==> src/rtl/regcore_pkg.sv <==
package regcore_pkg;
  localparam int OP_W  = 8;
  localparam int SEL_W = 4;

  localparam logic [OP_W-1:0] OP_LOAD  = 8'h01;
  localparam logic [OP_W-1:0] OP_STORE = 8'h02;
  localparam logic [OP_W-1:0] OP_ADD   = 8'h03;
  localparam logic [OP_W-1:0] OP_SUB   = 8'h04;
  localparam logic [OP_W-1:0] OP_OR    = 8'h05;
  localparam logic [OP_W-1:0] OP_AND   = 8'h06;
  localparam logic [OP_W-1:0] OP_XOR   = 8'h07;
  localparam logic [OP_W-1:0] OP_MOVE  = 8'h08;
  localparam logic [OP_W-1:0] OP_JUMP  = 8'h09;
  localparam logic [OP_W-1:0] OP_JZ    = 8'h0A;
  localparam logic [OP_W-1:0] OP_IN    = 8'h0B;
  localparam logic [OP_W-1:0] OP_OUT   = 8'h0C;

  typedef enum logic [2:0] {
    ST_FETCH, ST_DECODE, ST_EXEC, ST_ADDR, ST_LOAD
  } state_e;

  typedef enum logic [2:0] {
    FN_ADD, FN_SUB, FN_OR, FN_AND, FN_XOR, FN_PASS
  } alu_fn_e;
endpackage

==> src/rtl/regcore_regfile.sv <==
module regcore_regfile #(
  parameter int DW   = 16,
  parameter int NREG = 16,
  localparam int AW  = $clog2(NREG)
) (
  input  logic          clk_i,
  input  logic          rst_ni,
  input  logic [AW-1:0] raddr_a_i,
  input  logic [AW-1:0] raddr_b_i,
  output logic [DW-1:0] rdata_a_o,
  output logic [DW-1:0] rdata_b_o,
  input  logic          we_i,
  input  logic [AW-1:0] waddr_i,
  input  logic [DW-1:0] wdata_i
);
  logic [DW-1:0] regs_q [NREG];

  for (genvar g = 0; g < NREG; g++) begin : g_reg
    always_ff @(posedge clk_i or negedge rst_ni) begin
      if (!rst_ni)                              regs_q[g] <= '0;
      else if (we_i && waddr_i == AW'(g))       regs_q[g] <= wdata_i;
    end
  end

  assign rdata_a_o = regs_q[raddr_a_i];
  assign rdata_b_o = regs_q[raddr_b_i];


  rf_write_chk: assert property (@(posedge clk_i) disable iff (!rst_ni)
    we_i |=> regs_q[$past(waddr_i)] == $past(wdata_i));
endmodule

==> src/rtl/regcore_alu.sv <==
module regcore_alu
  import regcore_pkg::*;
#(
  parameter int DW = 16
) (
  input  alu_fn_e       fn_i,
  input  logic [DW-1:0] a_i,
  input  logic [DW-1:0] b_i,
  output logic [DW-1:0] y_o
);
  always_comb begin
    unique case (fn_i)
      FN_ADD:  y_o = b_i + a_i;
      FN_SUB:  y_o = b_i - a_i;
      FN_OR:   y_o = b_i | a_i;
      FN_AND:  y_o = b_i & a_i;
      FN_XOR:  y_o = b_i ^ a_i;
      default: y_o = a_i;
    endcase
  end
endmodule

==> src/rtl/regcore_cpu.sv <==
module regcore_cpu
  import regcore_pkg::*;
#(
  parameter int DW   = 16,
  parameter int NREG = 16
) (
  input  logic          clk_i,
  input  logic          rst_ni,
  output logic [DW-1:0] mem_addr_o,
  input  logic [DW-1:0] mem_rdata_i,
  output logic          mem_we_o,
  output logic [DW-1:0] mem_wdata_o,
  input  logic [DW-1:0] in_data_i,
  output logic [DW-1:0] out_data_o,
  output logic          out_stb_o
);
  localparam int AW = $clog2(NREG);

  state_e        state_q;
  logic [DW-1:0] pc_q, ir_q, out_q;
  logic          stb_q;

  logic [OP_W-1:0] op;
  logic [AW-1:0]   sel_a, sel_b;
  logic [DW-1:0]   rd_a, rd_b, alu_y, rf_wdata;
  logic            rf_we, writes_dst;
  alu_fn_e         fn;

  assign op    = ir_q[15:8];
  assign sel_a = ir_q[4 +: AW];
  assign sel_b = ir_q[0 +: AW];

  regcore_regfile #(.DW(DW), .NREG(NREG)) rf_i (
    .clk_i, .rst_ni,
    .raddr_a_i(sel_a), .raddr_b_i(sel_b),
    .rdata_a_o(rd_a),  .rdata_b_o(rd_b),
    .we_i(rf_we), .waddr_i(sel_b), .wdata_i(rf_wdata)
  );

  always_comb begin
    writes_dst = 1'b1;
    unique case (op)
      OP_ADD:  fn = FN_ADD;
      OP_SUB:  fn = FN_SUB;
      OP_OR:   fn = FN_OR;
      OP_AND:  fn = FN_AND;
      OP_XOR:  fn = FN_XOR;
      OP_MOVE: fn = FN_PASS;
      OP_IN:   fn = FN_PASS;
      default: begin fn = FN_PASS; writes_dst = 1'b0; end
    endcase
  end

  regcore_alu #(.DW(DW)) alu_i (.fn_i(fn), .a_i(rd_a), .b_i(rd_b), .y_o(alu_y));

  always_comb begin
    rf_we    = 1'b0;
    rf_wdata = alu_y;
    if (state_q == ST_EXEC && writes_dst) begin
      rf_we    = 1'b1;
      rf_wdata = (op == OP_IN) ? in_data_i : alu_y;
    end else if (state_q == ST_LOAD) begin
      rf_we    = 1'b1;
      rf_wdata = mem_rdata_i;
    end
  end

  // address word arrives on mem_rdata_i in ST_ADDR and is used directly
  assign mem_addr_o  = (state_q == ST_ADDR) ? mem_rdata_i : pc_q;
  assign mem_we_o    = (state_q == ST_ADDR) && (op == OP_STORE);
  assign mem_wdata_o = rd_a;
  assign out_data_o  = out_q;
  assign out_stb_o   = stb_q;

  always_ff @(posedge clk_i or negedge rst_ni) begin
    if (!rst_ni) begin
      state_q <= ST_FETCH;
      pc_q    <= '0;
      ir_q    <= '0;
      out_q   <= '0;
      stb_q   <= 1'b0;
    end else begin
      stb_q <= 1'b0;
      unique case (state_q)
        ST_FETCH: begin
          pc_q    <= pc_q + 1'b1;
          state_q <= ST_DECODE;
        end
        ST_DECODE: begin
          ir_q    <= mem_rdata_i;
          state_q <= ST_EXEC;
        end
        ST_EXEC: begin
          state_q <= ST_FETCH;
          unique case (op)
            OP_LOAD, OP_STORE: begin
              pc_q    <= pc_q + 1'b1;
              state_q <= ST_ADDR;
            end
            OP_JUMP: pc_q <= rd_a;
            OP_JZ:   if (rd_a == '0) pc_q <= rd_b;
            OP_OUT:  begin out_q <= rd_a; stb_q <= 1'b1; end
            default: ;
          endcase
        end
        ST_ADDR:  state_q <= (op == OP_LOAD) ? ST_LOAD : ST_FETCH;
        ST_LOAD:  state_q <= ST_FETCH;
        default:  state_q <= ST_FETCH;
      endcase
    end
  end


  pc_step_chk: assert property (@(posedge clk_i) disable iff (!rst_ni)
    state_q == ST_FETCH |=> pc_q == $past(pc_q) + 1'b1);


  jz_taken_chk: assert property (@(posedge clk_i) disable iff (!rst_ni)
    (state_q == ST_EXEC && op == OP_JZ && rd_a == '0) |=> pc_q == $past(rd_b));


  sub_result_chk: assert property (@(posedge clk_i) disable iff (!rst_ni)
    (state_q == ST_EXEC && op == OP_SUB) |-> DW'(alu_y + rd_a) == rd_b);


  xor_result_chk: assert property (@(posedge clk_i) disable iff (!rst_ni)
    (state_q == ST_EXEC && op == OP_XOR) |-> (alu_y ^ rd_a) == rd_b);


  out_pulse_chk: assert property (@(posedge clk_i) disable iff (!rst_ni)
    out_stb_o |=> !out_stb_o);


  store_we_chk: assert property (@(posedge clk_i) disable iff (!rst_ni)
    mem_we_o |-> ($past(state_q) == ST_EXEC && op == OP_STORE));
endmodule

==> config.mk <==
export PLATFORM = sky130hd
export DESIGN_NAME = regcore_cpu
export DESIGN_NICKNAME = d
export VERILOG_FILES = /design/src/rtl/regcore_pkg.sv /design/src/rtl/regcore_regfile.sv /design/src/rtl/regcore_alu.sv /design/src/rtl/regcore_cpu.sv
export SDC_FILE = /design/constraint.sdc
export NUM_CORES = 1
export LEC_CHECK = 0
export ABC_CLOCK_PERIOD_IN_PS = 7100
export BUFFER_PORTS_ARGS = -buffer_cell sky130_fd_sc_hd__buf_2
export CELL_PAD_IN_SITES_DETAIL_PLACEMENT = 1
export CELL_PAD_IN_SITES_GLOBAL_PLACEMENT = 2
export CORE_AREA = 2 2 214 216
export CTS_CLUSTER_SIZE = 8
export DETAILED_ROUTE_END_ITERATION = 10
export DIE_AREA = 0 0 216 218
export PLACE_DENSITY = 0.76
export SYNTH_ARGS = -nofsm -noshare
export SYNTH_HDL_FRONTEND = slang
export SYNTH_SLANG_ARGS = --single-unit
==> constraint.sdc <==
create_clock -name clk_i -period 7.1 [get_ports clk_i]
set_clock_uncertainty 0.2 [all_clocks]
set_input_delay 1.065 -clock clk_i [delete_from_list [all_inputs] [get_ports clk_i]]
set_output_delay 1.065 -clock clk_i [all_outputs]
set_load 0.1 [all_outputs]
# Word-level counts from Yosys, hierarchy flattened

Cells that the tools add are included.

Word-level logic and storage cells: 118
Flip-flop bits (word level): 308
Output and inout port bits: 50
Input bits: 34

Bitwise operators: 5
$add $sub $neg: 3
Order comparisons: 2
Mux-type cells: 23
Equal/unequal tests: 37
Reduce and logical (&&, ||, !) cells: 27

Operators by type and width:

| kind                  | count |
|---|---|
| $mux 16               | 9 |
| $bmux 16 s4           | 2 |
| $pmux 16 s5           | 1 |
| $pmux 16 s3           | 1 |
| $eq 8x4->1 const B    | 5 |
| $eq 4x4->1 const B    | 8 |
| $eq 8x3->1 const B    | 4 |
| $pmux 16 s2           | 1 |
| $logic_and 1x1->1     | 18 |
| $add 16x1->16 const B | 1 |
| $add 16x16->16        | 1 |
| $and 16x16->16        | 1 |
| $eq 4x3->1 const B    | 4 |
| $eq 8x2->1 const B    | 2 |
| $logic_not 16->1      | 1 |
| $or 16x16->16         | 1 |
| $sub 16x16->16        | 1 |
| $xor 16x16->16        | 1 |
| $pmux 3 s5            | 1 |
| $eq 3x2->1 const B    | 4 |
| $pmux 3 s4            | 1 |
| $ge 5x5->1 const B    | 2 |
| $not 4->5             | 2 |
| $eq 4x2->1 const B    | 2 |
| other kinds (16)      | 23 |

# Depth between registers and ports, before layout

Gate-level depths: netlist of the first run.

Word-level depth: 8
Mapped depth: 25
Mapped depth without buffers: 21

# By module

Synthesis of the first run repeated with hierarchy kept, for this count alone.

Cells, all modules: 1523
Area, all modules: 18858.1 µm²

Modules (own cells, without submodules):

| module          | area each (µm²) | times used | cells each |
|---|---|---|---|
| regcore_regfile | 13304.0         | 1          | 848 |
| regcore_cpu     | 3230.6          | 1          | 328 |
| regcore_alu     | 2323.5          | 1          | 347 |

# Least setup slack after synthesis of the first run

Ideal clock, no wire load.

Kind: flip-flop to flip-flop
From: register ir_q[4]
To: register rf_i.regs_q[109] in the netlist's numbering
Setup slack: 0.251 ns
Data required time: 6.767 ns
Stages on the path, launching flop included: 25
Buffers on the path: 4
Arrival: 6.516 ns
Library setup time: 0.133 ns
Clock period less this slack: 6.849 ns
Cell sequence: dfrtp_1 -> buf_6 -> buf_12 -> buf_8 -> mux4_2 -> mux2i_1 -> mux2i_1 -> inv_1 -> ha_1 -> nand2_1 -> nor4_4 -> nand2_2 -> o21ai_0 -> xnor2_1 -> ha_1 -> a21o_1 -> a21o_1 -> a21oi_1 -> a211oi_1 -> or3_1 -> a31o_2 -> mux2_2 -> a21oi_1 -> clkbuf_1 -> o21ai_0

Longest elaborated chain between the ends: 8

Ends and longest elaborated chain:

| what                                             | RTL line                             | text |
|---|---|---|
| start, declared                                  | regcore_cpu.sv:20                    | `logic [DW-1:0] pc_q, ir_q, out_q;` |
| start signal, assigned                           | regcore_cpu.sv:90                    | `ir_q <= mem_rdata_i;` |
| $not 4->5 (implied by the code) *                | regcore_regfile.sv:25                | `assign rdata_a_o = regs_q[raddr_a_i];` |
| $bmux 16 s4 *                                    | regcore_regfile.sv:25                |  |
| $mux 16 (implied by the code) * (2 in series)    | regcore_regfile.sv:25                |  |
| via mem_wdata_o[0]                               | regcore_cpu.sv:12                    | `output logic [DW-1:0] mem_wdata_o,` |
| $sub 16x16->16 or $add 16x16->16 (tied branches) | regcore_alu.sv:14, regcore_alu.sv:13 |  |
| $pmux 16 s5 *                                    | regcore_alu.sv:12                    | `unique case (fn_i)` |
| $mux 16, on equally long branches                | regcore_cpu.sv:62, regcore_cpu.sv:61 |  |
| $mux 16 *                                        | regcore_cpu.sv:59                    | `if (state_q == ST_EXEC && writes_dst) begin` |
| end signal, assigned by index                    | regcore_regfile.sv:21                | `else if (we_i && waddr_i == AW'(g)) regs_q[g] <= wdata_i;` |
| end, declared                                    | regcore_regfile.sv:16                | `logic [DW-1:0] regs_q [NREG];` |

The timed path passes the listed nets; every way through them passes the cells marked *. The select of a mux whose other input is x is not followed.
A chain may end at the register's enable or synchronous reset.

# Worst setup path in the final report of the first run

From: register ir_q[4]
To: register rf_i.regs_q[159] in the netlist's numbering

Longest elaborated chain between the ends: 8

Ends and longest elaborated chain:

| what                                          | RTL line                             | text |
|---|---|---|
| $not 4->5 (implied by the code) *             | regcore_regfile.sv:25                |  |
| $bmux 16 s4 *                                 | regcore_regfile.sv:25                |  |
| $mux 16 (implied by the code) * (2 in series) | regcore_regfile.sv:25                |  |
| $sub 16x16->16 (tied with other cells)        | regcore_alu.sv:14                    | `FN_SUB: y_o = b_i - a_i;` |
| $pmux 16 s5 *                                 | regcore_alu.sv:12                    |  |
| $mux 16, on equally long branches             | regcore_cpu.sv:62, regcore_cpu.sv:61 |  |
| $mux 16 *                                     | regcore_cpu.sv:59                    |  |

Every way passes the cells marked *; elsewhere a longest branch is shown, timed or not. The select of a mux whose other input is x is not followed.

==> results of run 1 <==
power groups by stage:
stage	clock network, mW	registers [mW]	logic (mW)
2_1_floorplan	0	2.43	3.36
3_3_place_gp	0	2.53	4.45
3_5_place_dp	0	2.56	4.53
4_1_cts	2.03	2.54	4.55
5_1_grt	2.10	2.59	4.86
6_report	1.99	2.54	4.55
layer usage:
metal | GRT usage | share of wire | vias up
li1 | - | - | 6512
met1 | 0.372 | 0.43 | 7502
met2 | 0.466 | 0.48 | 370
met3 | 0.0344 | 0.042 | 115
met4 | 0.124 | 0.045 | 0
met5 | 0 | 0 | -
cells by family after synthesis:
kind of cell,share of synthesized area
compound gates,0.167
xor+xnor,0.0125
fa+ha+maj,0.0347
buf+inv,0.0450
flops,0.423
mux,0.208
simple gates,0.110
path summary, 6_finish.rpt:
kind	start	to	slack, ps	depth (start not counted)
max	ir_q[4]	rf_i.regs_q[159]	880	19
min	out_data_o[13]	out_data_o[13]	270	2
max reg2reg	ir_q[4]	rf_i.regs_q[159]	880	19
min reg2reg	out_data_o[13]	out_data_o[13]	270	2
max in group asynchronous	rst_ni	rf_i.regs_q[198]	4910	2
min in group asynchronous	rst_ni	out_data_o[12]	280	1
registers in the layout (all words and copies together), names as in the netlist:
register	cells
ir_q	16
out_data_o	16
out_stb_o	1
pc_q	16
rf_i.regs_q	256
state_q	3
final cells by class:
class	count	area [um^2]	area share
Multi-Input combinational cell	1255	9740	0.474
Tap cell	600	751	0.0365
Timing Repair Buffer	145	903	0.0439
Sequential cell	308	7720	0.375
Inverter	55	206	0.0100
Clock inverter	3	43.8	0.00213
Clock buffer	55	1210	0.0586
critical path: stages (launching register included):
cell       delay, ps
dfrtp_4          760
mux4_1           620
a22o_1           280
a221oi_4         360
inv_2            140
nor3_2           340
nor4b_4          380
a21oi_1          160
xnor2_1          150
ha_1             350
nand2_1           90
o21ai_0          200
nor3_1            70
a211oi_1         520
a311oi_1         220
xnor2_1          210
or3_1            380
o2111ai_1        140
nand2_2          280
o21ai_0          240
metrics by stage:
step                      instance area (um^2)  total power [mW]  setup WS (ps)  hold slack [ps]
after floorplan                          18200              5.79            251              258
after global placement                   19300              6.98           1060              261
after detailed placement                 19300              7.09            923              265
after CTS                                20600              9.11            896              276
after global routing                     20600              9.55            511              309
final                                    20600              9.07            880              272
placed cells by master (no fill, tap or decap), types with 6 or more instances in the layout:
cell type	count
o21ai_0	289
mux4_2	125
xor2_1	8
buf_2	82
nor3_1	7
and3_1	19
buf_4	61
mux4_1	6
nand3_1	9
clkbuf_1	8
nor2b_1	9
clkbuf_16	47
o32ai_1	7
o22ai_1	7
a22oi_1	40
a22o_1	17
o21a_1	9
inv_1	53
o221ai_1	8
nand2_1	311
ha_1	49
a221oi_1	22
mux2_2	33
nor2_1	61
nand2b_1	7
xnor2_1	18
and2_1	7
mux2i_1	45
o21ai_1	27
dfrtp_1	304
a21oi_1	40
==> run_results.csv, run 1 <==
group,metric,value,unit
run_status,status,"complete, no violations",
sta,fin_crit,6220,ps
clock_tree,clk_pin_slew,50,ps
power_and_ir_drop,intPower,4.81,mW
logic_synthesis,synthCells,1753,
critical_path,critPathCaptureType,"flip-flop",
clock_tree,cts_tree,"done",
routing,drtPass1Iterations,5,
logic_synthesis,avgSynthCellArea,10.4,um^2
grt,grt_antenna_before_repair,0,
die,core_area,44900,um^2
clock_tree,post_cts_resized,0,
grt,track_usage,0.281,
min_path,hp-class,"flip-flop to flip-flop",
critical_path,cp.required,7360,ps
place,portBuffers,83,
logic_synthesis,synth_edf_count,0,
power_and_ir_drop,p_seq_frac,0.280,
cells_and_area,drive_gt1_frac,0.214,
power_and_ir_drop,power.switching,4.26,mW
clock_tree,cts_root_buffer,"clkbuf_16",
die,die_w,216,um
sta,max_slew_margin,0.163,
logic_synthesis,synthArstFlopShare,1.00,
power_and_ir_drop,pwr-share-clk,0.219,
clock_tree,cts_made_buffers,45,
power_and_ir_drop,power.density,441,nW/um^2
grt,grt_max_degree,90,
place,place.gp.congestion,0.886,
logic_synthesis,netlist_area,18200,um^2
sta,rsz0062_at_grt,"no",
critical_path,cp.arrival,6480,ps
die,dieArea,47100,um^2
clock_tree,cts_buffer_depth,3,
sta,slew_violations,0,
die,initial_core_util,0.406,
die,rows,78,
sta,fin_crit_sh,0.876,
grt,grt_pass1_vias,15500,
cells_and_area,fillerInstances,4922,
cells_and_area,num_antenna_cells,0,
logic_synthesis,yosys-top-cells-area,"dfrtp_1, mux4_2, o21ai_0, nand2_1, ha_1",
routing,detail-route-antenna-nets,0,
power_and_ir_drop,sw_frac_of_total,0.469,
grt,overflow,0,
logic_synthesis,synth_seq_cells,308,
logic_synthesis,synth_ff_type,"dfrtp_1",
cells_and_area,area_growth,12.8,%
job,drv_cap,0,
sta,fmax,161,MHz
cells_and_area,fin_util,0.458,
critical_path,crit_type,"flip-flop to flip-flop",
logic_synthesis,yosysWarnings,0,
grt,grt_first_pass_wirelength,99.1,mm
cells_and_area,nNetsFinal,1894,
power_and_ir_drop,p_leak,8.96,nW
logic_synthesis,ys_seq_area_frac,0.423,
logic_synthesis,ys_types,73,
clock_tree,cts_max_level,2,
clock_tree,post_cts_buffers,0,
power_and_ir_drop,comb_power_share,0.501,
cells_and_area,stdcell_count,2421,
logic_synthesis,yosys.area.top_type,"dfrtp_1",
logic_synthesis,syn-num-nets,1837,
place,dp.cells,2363,
logic_synthesis,yosysMostFrequentCell,"nand2_1",
sta,setup_viol,0,
sta,setup_tns,0,ps
logic_synthesis,synth_largest_type_area_fraction,0.423,
routing,drt_iter0_markers,1032,
clock_tree,cts.sinks,308,
sta,hold_viol_final,0,
die,die_h,218,um
routing,wl,64.9,mm
routing,num_vias,14500,
logic_synthesis,synth_common_cells,"nand2_1, dfrtp_1, o21ai_0",
place,hpwlAfterDp,44.2,mm
critical_path,startpoint_type,"flip-flop",
clock_tree,clkLatencyLatePin,570,ps
routing,viasPerCell,5.99,
routing,drc,0,
sta,worst_pin_slew,1260,ps
routing,wl_per_cell,26.8,um
clock_tree,cts_hold_buf,0,
power_and_ir_drop,ir_drop,0.000250,V
die,io_pins,84,
critical_path,worstPathMaxFanout,25,
No activity file was read; power rests on OpenSTA's default activity.
==> inputs of run 2 (changes only) <==
--- a/config.mk
+++ b/config.mk
@@ -5,14 +5,16 @@
 export SDC_FILE = /design/constraint.sdc
 export NUM_CORES = 1
 export LEC_CHECK = 0
+export ABC_AREA = 1
 export ABC_CLOCK_PERIOD_IN_PS = 7100
 export BUFFER_PORTS_ARGS = -buffer_cell sky130_fd_sc_hd__buf_2
 export CELL_PAD_IN_SITES_DETAIL_PLACEMENT = 1
 export CELL_PAD_IN_SITES_GLOBAL_PLACEMENT = 2
-export CORE_AREA = 2 2 214 216
+export CORE_AREA = 2 2 236 238
 export CTS_CLUSTER_SIZE = 8
 export DETAILED_ROUTE_END_ITERATION = 10
-export DIE_AREA = 0 0 216 218
+export DIE_AREA = 0 0 238 240
+export MAX_ROUTING_LAYER = met4
 export PLACE_DENSITY = 0.76
 export SYNTH_ARGS = -nofsm -noshare
 export SYNTH_HDL_FRONTEND = slang
==> run_results.csv, run 2 <==
group,metric,value,unit
run_status,status,"complete, no violations",
logic_synthesis,netlist_area,19500,um^2
sta,fin_crit,6140,ps
clock_tree,cts_hold_buf,0,
sta,setup_tns,0,ps
cells_and_area,num_antenna_cells,0,
die,initial_core_util,0.356,
sta,worst_pin_slew,1200,ps
logic_synthesis,yosysWarnings,0,
routing,viasPerCell,5.60,
cells_and_area,area_growth,11.6,%
logic_synthesis,synth_seq_cells,308,
grt,grt_use_met1,0.424,
clock_tree,cts.sinks,308,
clock_tree,clk_pin_slew,60,ps
clock_tree,cts_tree,"done",
clock_tree,cts_made_buffers,45,
min_path,hp-class,"flip-flop to flip-flop",
clock_tree,clkLatencyLatePin,590,ps
die,rows,86,
clock_tree,cts_max_level,2,
clock_tree,post_cts_resized,0,
sta,max_slew_margin,0.198,
logic_synthesis,ys_seq_area_frac,0.396,
grt,grt_first_pass_wirelength,130,mm
sta,rsz0062_at_grt,"no",
grt,grt_pass1_vias,20000,
logic_synthesis,synth_largest_type_area_fraction,0.396,
critical_path,cp.required,7330,ps
die,core_area,54700,um^2
die,die_h,240,um
sta,slew_violations,0,
logic_synthesis,synthArstFlopShare,1.00,
routing,wl_per_cell,24.7,um
critical_path,crit_type,"flip-flop to flip-flop",
clock_tree,cts_buffer_depth,3,
die,die_w,238,um
critical_path,critPathCaptureType,"flip-flop",
logic_synthesis,synth_edf_count,0,
logic_synthesis,yosys-top-cells-area,"dfrtp_1, nand2_1, o21ai_0, inv_1, nand3_1",
cells_and_area,final_cell_mix,"nand2_1, o21ai_0, inv_1",
logic_synthesis,avgSynthCellArea,6.96,um^2
logic_synthesis,yosysMostFrequentCell,"nand2_1",
routing,drc,0,
place,hpwlAfterDp,60.5,mm
logic_synthesis,synth_common_cells,"nand2_1, o21ai_0, inv_1",
routing,num_vias,19900,
cells_and_area,nNetsFinal,2920,
grt,grt-busiest-layer,"met2",
grt,grt_max_degree,114,
logic_synthesis,yosys.area.top_type,"dfrtp_1",
logic_synthesis,synthCells,2799,
cells_and_area,final_common_cell,"nand2_1",
cells_and_area,drive_gt1_frac,0.0969,
routing,drtPass1Iterations,5,
critical_path,startpoint_type,"flip-flop",
cells_and_area,largest_reg_flops,256,
cells_and_area,top_register,"rf_i.regs_q",
job,drv_cap,0,
routing,detail-route-antenna-nets,0,
routing,drt_iter0_markers,1477,
die,dieArea,57100,um^2
sta,setup_viol,0,
critical_path,cp.arrival,6370,ps
logic_synthesis,syn-num-nets,2883,
clock_tree,cts_root_buffer,"clkbuf_16",
logic_synthesis,ys_types,50,
place,portBuffers,83,
grt,grt_antenna_before_repair,0,
sta,fin_crit_sh,0.865,
grt,grt_util_met3,0.0550,
sta,fmax,163,MHz
logic_synthesis,synth_ff_type,"dfrtp_1",
sta,hold_viol_final,0,
place,place.gp.congestion,0.921,
grt,grt_use_met2,0.479,
critical_path,worstPathMaxFanout,64,
clock_tree,post_cts_buffers,0,
routing,wl,87.7,mm
grt,track_usage,0.316,
grt,overflow,0,
die,io_pins,84,
## run 2: worst max-delay path, stage by stage, from the launching register on
cell and delay (ps):
dfrtp_4 510, inv_4 620, nand2_1 110, nand3_1 110, nand3_1 130, nand3_1 120, nand2_1 280, inv_1 330
nand2_1 110, nor2_2 190, nand3_1 120, nor3_1 240, nor2_1 120, xor2_1 190, ha_1 380, inv_1 80
nor3_1 270, nand3_1 160, nand2_1 80, nand2_1 50, nand3_1 120, o21ai_0 120, a211oi_1 450, nand2_1 110
o211ai_1 120, nand2_1 80, inv_1 370, o21ai_0 170
## run 2: final cells by class
| type | instances | area, um^2 |
|---|---|---|
| fill | 6984 | 32900 |
| multi-input combinational | 1977 | 9610 |
| clock inverter | 1 | 16.3 |
| inverter | 353 | 1330 |
| clock buffer | 57 | 1220 |
| timing repair buffer | 151 | 961 |
| sequential | 308 | 7710 |
| tap | 704 | 881 |
## run 2: final timing paths
path | from | to | slack (ps) | cells after the start
worst min register to register | rf_i.regs_q[29] | rf_i.regs_q[29] | 280 | 2
worst max register to register | ir_q[4] | rf_i.regs_q[126] | 960 | 27
min in group asynchronous | rst_ni | rf_i.regs_q[10] | 370 | 1
worst max-delay path | ir_q[4] | rf_i.regs_q[126] | 960 | 27
max in group asynchronous | rst_ni | rf_i.regs_q[88] | 4690 | 2
worst min-delay path | rf_i.regs_q[29] | rf_i.regs_q[29] | 280 | 2
## run 2: layer usage
| metal | wire length [um] | up-vias |
|---|---|---|
| li1 | - | 9122 |
| met1 | 40100 | 10000 |
| met2 | 39100 | 569 |
| met3 | 5280 | 163 |
| met4 | 3290 | 0 |
| met5 | 0 | - |
## run 2: cells by family (layout without fill, tap and decap cells)
group / Yosys count / in the layout / share of synthesized area
buffers and inverters: 514 / 562 / 0.114
AOI/OAI and AO/OA: 633 / 633 / 0.182
adders and majority gates: 50 / 50 / 0.0325
DFF: 308 / 308 / 0.396
and+or+nand+nor: 1272 / 1272 / 0.266
xor gates and xnor gates: 22 / 22 / 0.00989
## run 2: stage by stage
step	utilization	cell area [um^2]	cells	setup slack, ps	hold slack [ps]
after floorplan	-	19500	2799	2080	249
after CTS	0.398	21700	3551	1100	280
after global placement	0.375	20500	3493	1300	261
after detailed placement	0.375	20500	3493	1140	266
after global routing	0.398	21700	3551	506	300
final	0.398	21700	3551	956	276
Power of run 2 is left out: the tool's default activity adds up to more than one toggle a clock period on the data nets, which glitch-free logic cannot reach.
==> inputs of run 3 (changes only) <==
--- a/config.mk
+++ b/config.mk
@@ -6,16 +6,17 @@
 export NUM_CORES = 1
 export LEC_CHECK = 0
 export ABC_AREA = 1
-export ABC_CLOCK_PERIOD_IN_PS = 7100
+export ABC_CLOCK_PERIOD_IN_PS = 5000
 export BUFFER_PORTS_ARGS = -buffer_cell sky130_fd_sc_hd__buf_2
 export CELL_PAD_IN_SITES_DETAIL_PLACEMENT = 1
 export CELL_PAD_IN_SITES_GLOBAL_PLACEMENT = 2
-export CORE_AREA = 2 2 236 238
+export CORE_AREA = 2 2 205 308
 export CTS_CLUSTER_SIZE = 8
 export DETAILED_ROUTE_END_ITERATION = 10
-export DIE_AREA = 0 0 238 240
+export DIE_AREA = 0 0 207 310
 export MAX_ROUTING_LAYER = met4
-export PLACE_DENSITY = 0.76
+export PLACE_DENSITY = 0.71
 export SYNTH_ARGS = -nofsm -noshare
 export SYNTH_HDL_FRONTEND = slang
 export SYNTH_SLANG_ARGS = --single-unit
+export TNS_END_PERCENT = 50
==> constraint.sdc (replaced) <==
create_clock -name clk_i -period 5 [get_ports clk_i]
set_clock_uncertainty 0.2 [all_clocks]
set_input_delay 0.75 -clock clk_i [delete_from_list [all_inputs] [get_ports clk_i]]
set_output_delay 0.75 -clock clk_i [all_outputs]
set_load 0.1 [all_outputs]
==> run_results.csv, run 3 (same netlist as run 2, synthesis figures left out) <==
group,metric,value,unit
run_status,status,"complete, no violations",
grt,grt_antenna_before_repair,0,
die,rows,112,
die,core_area,61700,um^2
critical_path,cp.required,5330,ps
critical_path,reg2reg_slack,200,ps
critical_path,cpMaxStageDelayCell,"dfrtp_4",
place,portBuffers,83,
critical_path,critPathCaptureType,"flip-flop",
clock_tree,cts_buffer_depth,3,
die,initial_core_util,0.316,
place,hpwlAfterDp,67.4,mm
routing,detail-route-antenna-nets,0,
cells_and_area,stdcell_count,3766,
critical_path,startpoint_type,"flip-flop",
cells_and_area,top_register,"rf_i.regs_q",
grt,grt_max_degree,105,
sta,fmax,208,MHz
critical_path,crit_type,"flip-flop to flip-flop",
die,die_h,310,um
min_path,hp-class,"flip-flop to flip-flop",
min_path,hold_depth,2,
routing,met2WireLength,48.8,mm
cells_and_area,drive_gt1_frac,0.154,
routing,wl_met1,35.7,mm
place,dp.cells,3700,
grt,track_usage,0.298,
routing,top_layer_used,"met4",
place,dpl_cell_area,21800,um^2
clock_tree,cts_tree,"done",
critical_path,critPathMaxStageDelay,510,ps
sta,fin_crit,4800,ps
critical_path,worstPathMaxFanout,8,
sta,setup_viol,0,
cells_and_area,area_growth,20.8,%
critical_path,r2r_start,"ir_q[4]",
critical_path,r2r_end,"rf_i.regs_q[31]",
routing,wl_per_cell,25.2,um
routing,wl,94.9,mm
routing,dr_wl_met3,4.02,mm
sta,fin_crit_sh,0.960,
cells_and_area,multi_input_area,9910,um^2
sta,worst_pin_slew,1240,ps
clock_tree,cts_max_level,2,
min_path,hold_start,"rf_i.regs_q[13]",
critical_path,r2r_cells,32,
routing,num_vias,20500,
die,dieArea,64200,um^2
cells_and_area,nNetsFinal,3045,
routing,viasPerCell,5.43,
clock_tree,clk_pin_slew,60,ps
clock_tree,cts_root_buffer,"clkbuf_16",
place,dp_slack,108,ps
clock_tree,clkLatencyLatePin,610,ps
sta,max_slew_margin,0.167,
clock_tree,cts_made_buffers,44,
routing,drtPass1Iterations,5,
critical_path,crit_buf_inv,7,
job,drv_cap,0,
critical_path,path_delay_family,"simple AND/OR/NAND/NOR gates",
sta,hold_viol_final,0,
grt,overflow,0,
cells_and_area,largest_reg_flops,256,
cells_and_area,seq_area,7710,um^2
cells_and_area,num_antenna_cells,0,
critical_path,cp.arrival,5130,ps
sta,layout_setup_ws,200,ps
critical_path,path_common_cell,"nand2_1",
cells_and_area,design_area,23500,um^2
sta,hold_ws,274,ps
cells_and_area,final_cell_mix,"nand2_1, o21ai_0, inv_1",
die,io_pins,84,
cells_and_area,final_common_cell,"nand2_1",
cells_and_area,fillerInstances,7746,
grt,grt_first_pass_wirelength,138,mm
min_path,min_to,"rf_i.regs_q[13]",
sta,rsz0062_at_grt,"yes",
grt,grt_pass1_vias,21300,
die,die_w,207,um
place,place.gp.congestion,0.933,
routing,drc,0,
clock_tree,cts.sinks,308,
routing,drt_iter0_markers,1211,
sta,slew_violations,0,
[run 3: changes by cell type in the layout (fill, tap and decap cells not counted), moves of 7 or more]
cell	delta
buf_4	+82
buf_12	+29
nand2_1	-11
nand3_1	-11
nand3_2	+10
o21ai_0	-9
a21oi_1	-7
nand2_2	+7
nor2_1	-7
[run 3: how the worst max path moves through the flow]
stage	from	end	slack, ps	cells past startpoint
final	ir_q[4]	rf_i.regs_q[31]	200	32
after global routing	ir_q[4]	rf_i.regs_q[95]	-90	35
after CTS	ir_q[0]	rf_i.regs_q[94]	50	24
after detailed placement	ir_q[0]	rf_i.regs_q[30]	110	24
after global placement	ir_q[4]	rf_i.regs_q[124]	170	32
after floorplan	ir_q[4]	rf_i.regs_q[126]	240	28
[run 3: worst register-to-register path: cells and delay by family (launching register included)]
family / cells / cell delay, ps
xor+xnor: 1 / 240
buf+inv: 7 / 730
simple gates: 19 / 1810
compound gates: 3 / 750
flops: 1 / 510
fa+ha+maj: 2 / 480
[run 3: layout make-up]
type,instances,share of cell area
well taps,798,0.0424
inverters,353,0.0573
multi-input cells,1978,0.421
flip-flops and latches,308,0.328
repair buffers,276,0.102
clock buffers,51,0.0488
clock inverters,2,0.000744
[run 3: per-layer routing]
| layer | GRT usage | up-vias |
|---|---|---|
| li1 | - | 9383 |
| met4 | 0.172 | 0 |
| met2 | 0.535 | 592 |
| met5 | - | - |
| met1 | 0.317 | 10200 |
| met3 | 0.0350 | 258 |
[run 3: metrics by stage]
stage	TNS, ps	util
after global routing	-2490	0.382
after CTS	0	0.373
after global placement	0	0.354
after floorplan	0	-
final	0	0.382
after detailed placement	0	0.354
[run 3: repair_timing]
item | in CTS | in global routing
hold buffers | 1 | 0
gates resized for setup | 0 | 100
buffers inserted | 0 | 5
setup endpoints to repair | 0 | 140
hold endpoints to repair | 60 | 0
Power of run 3 is left out for the same reason.
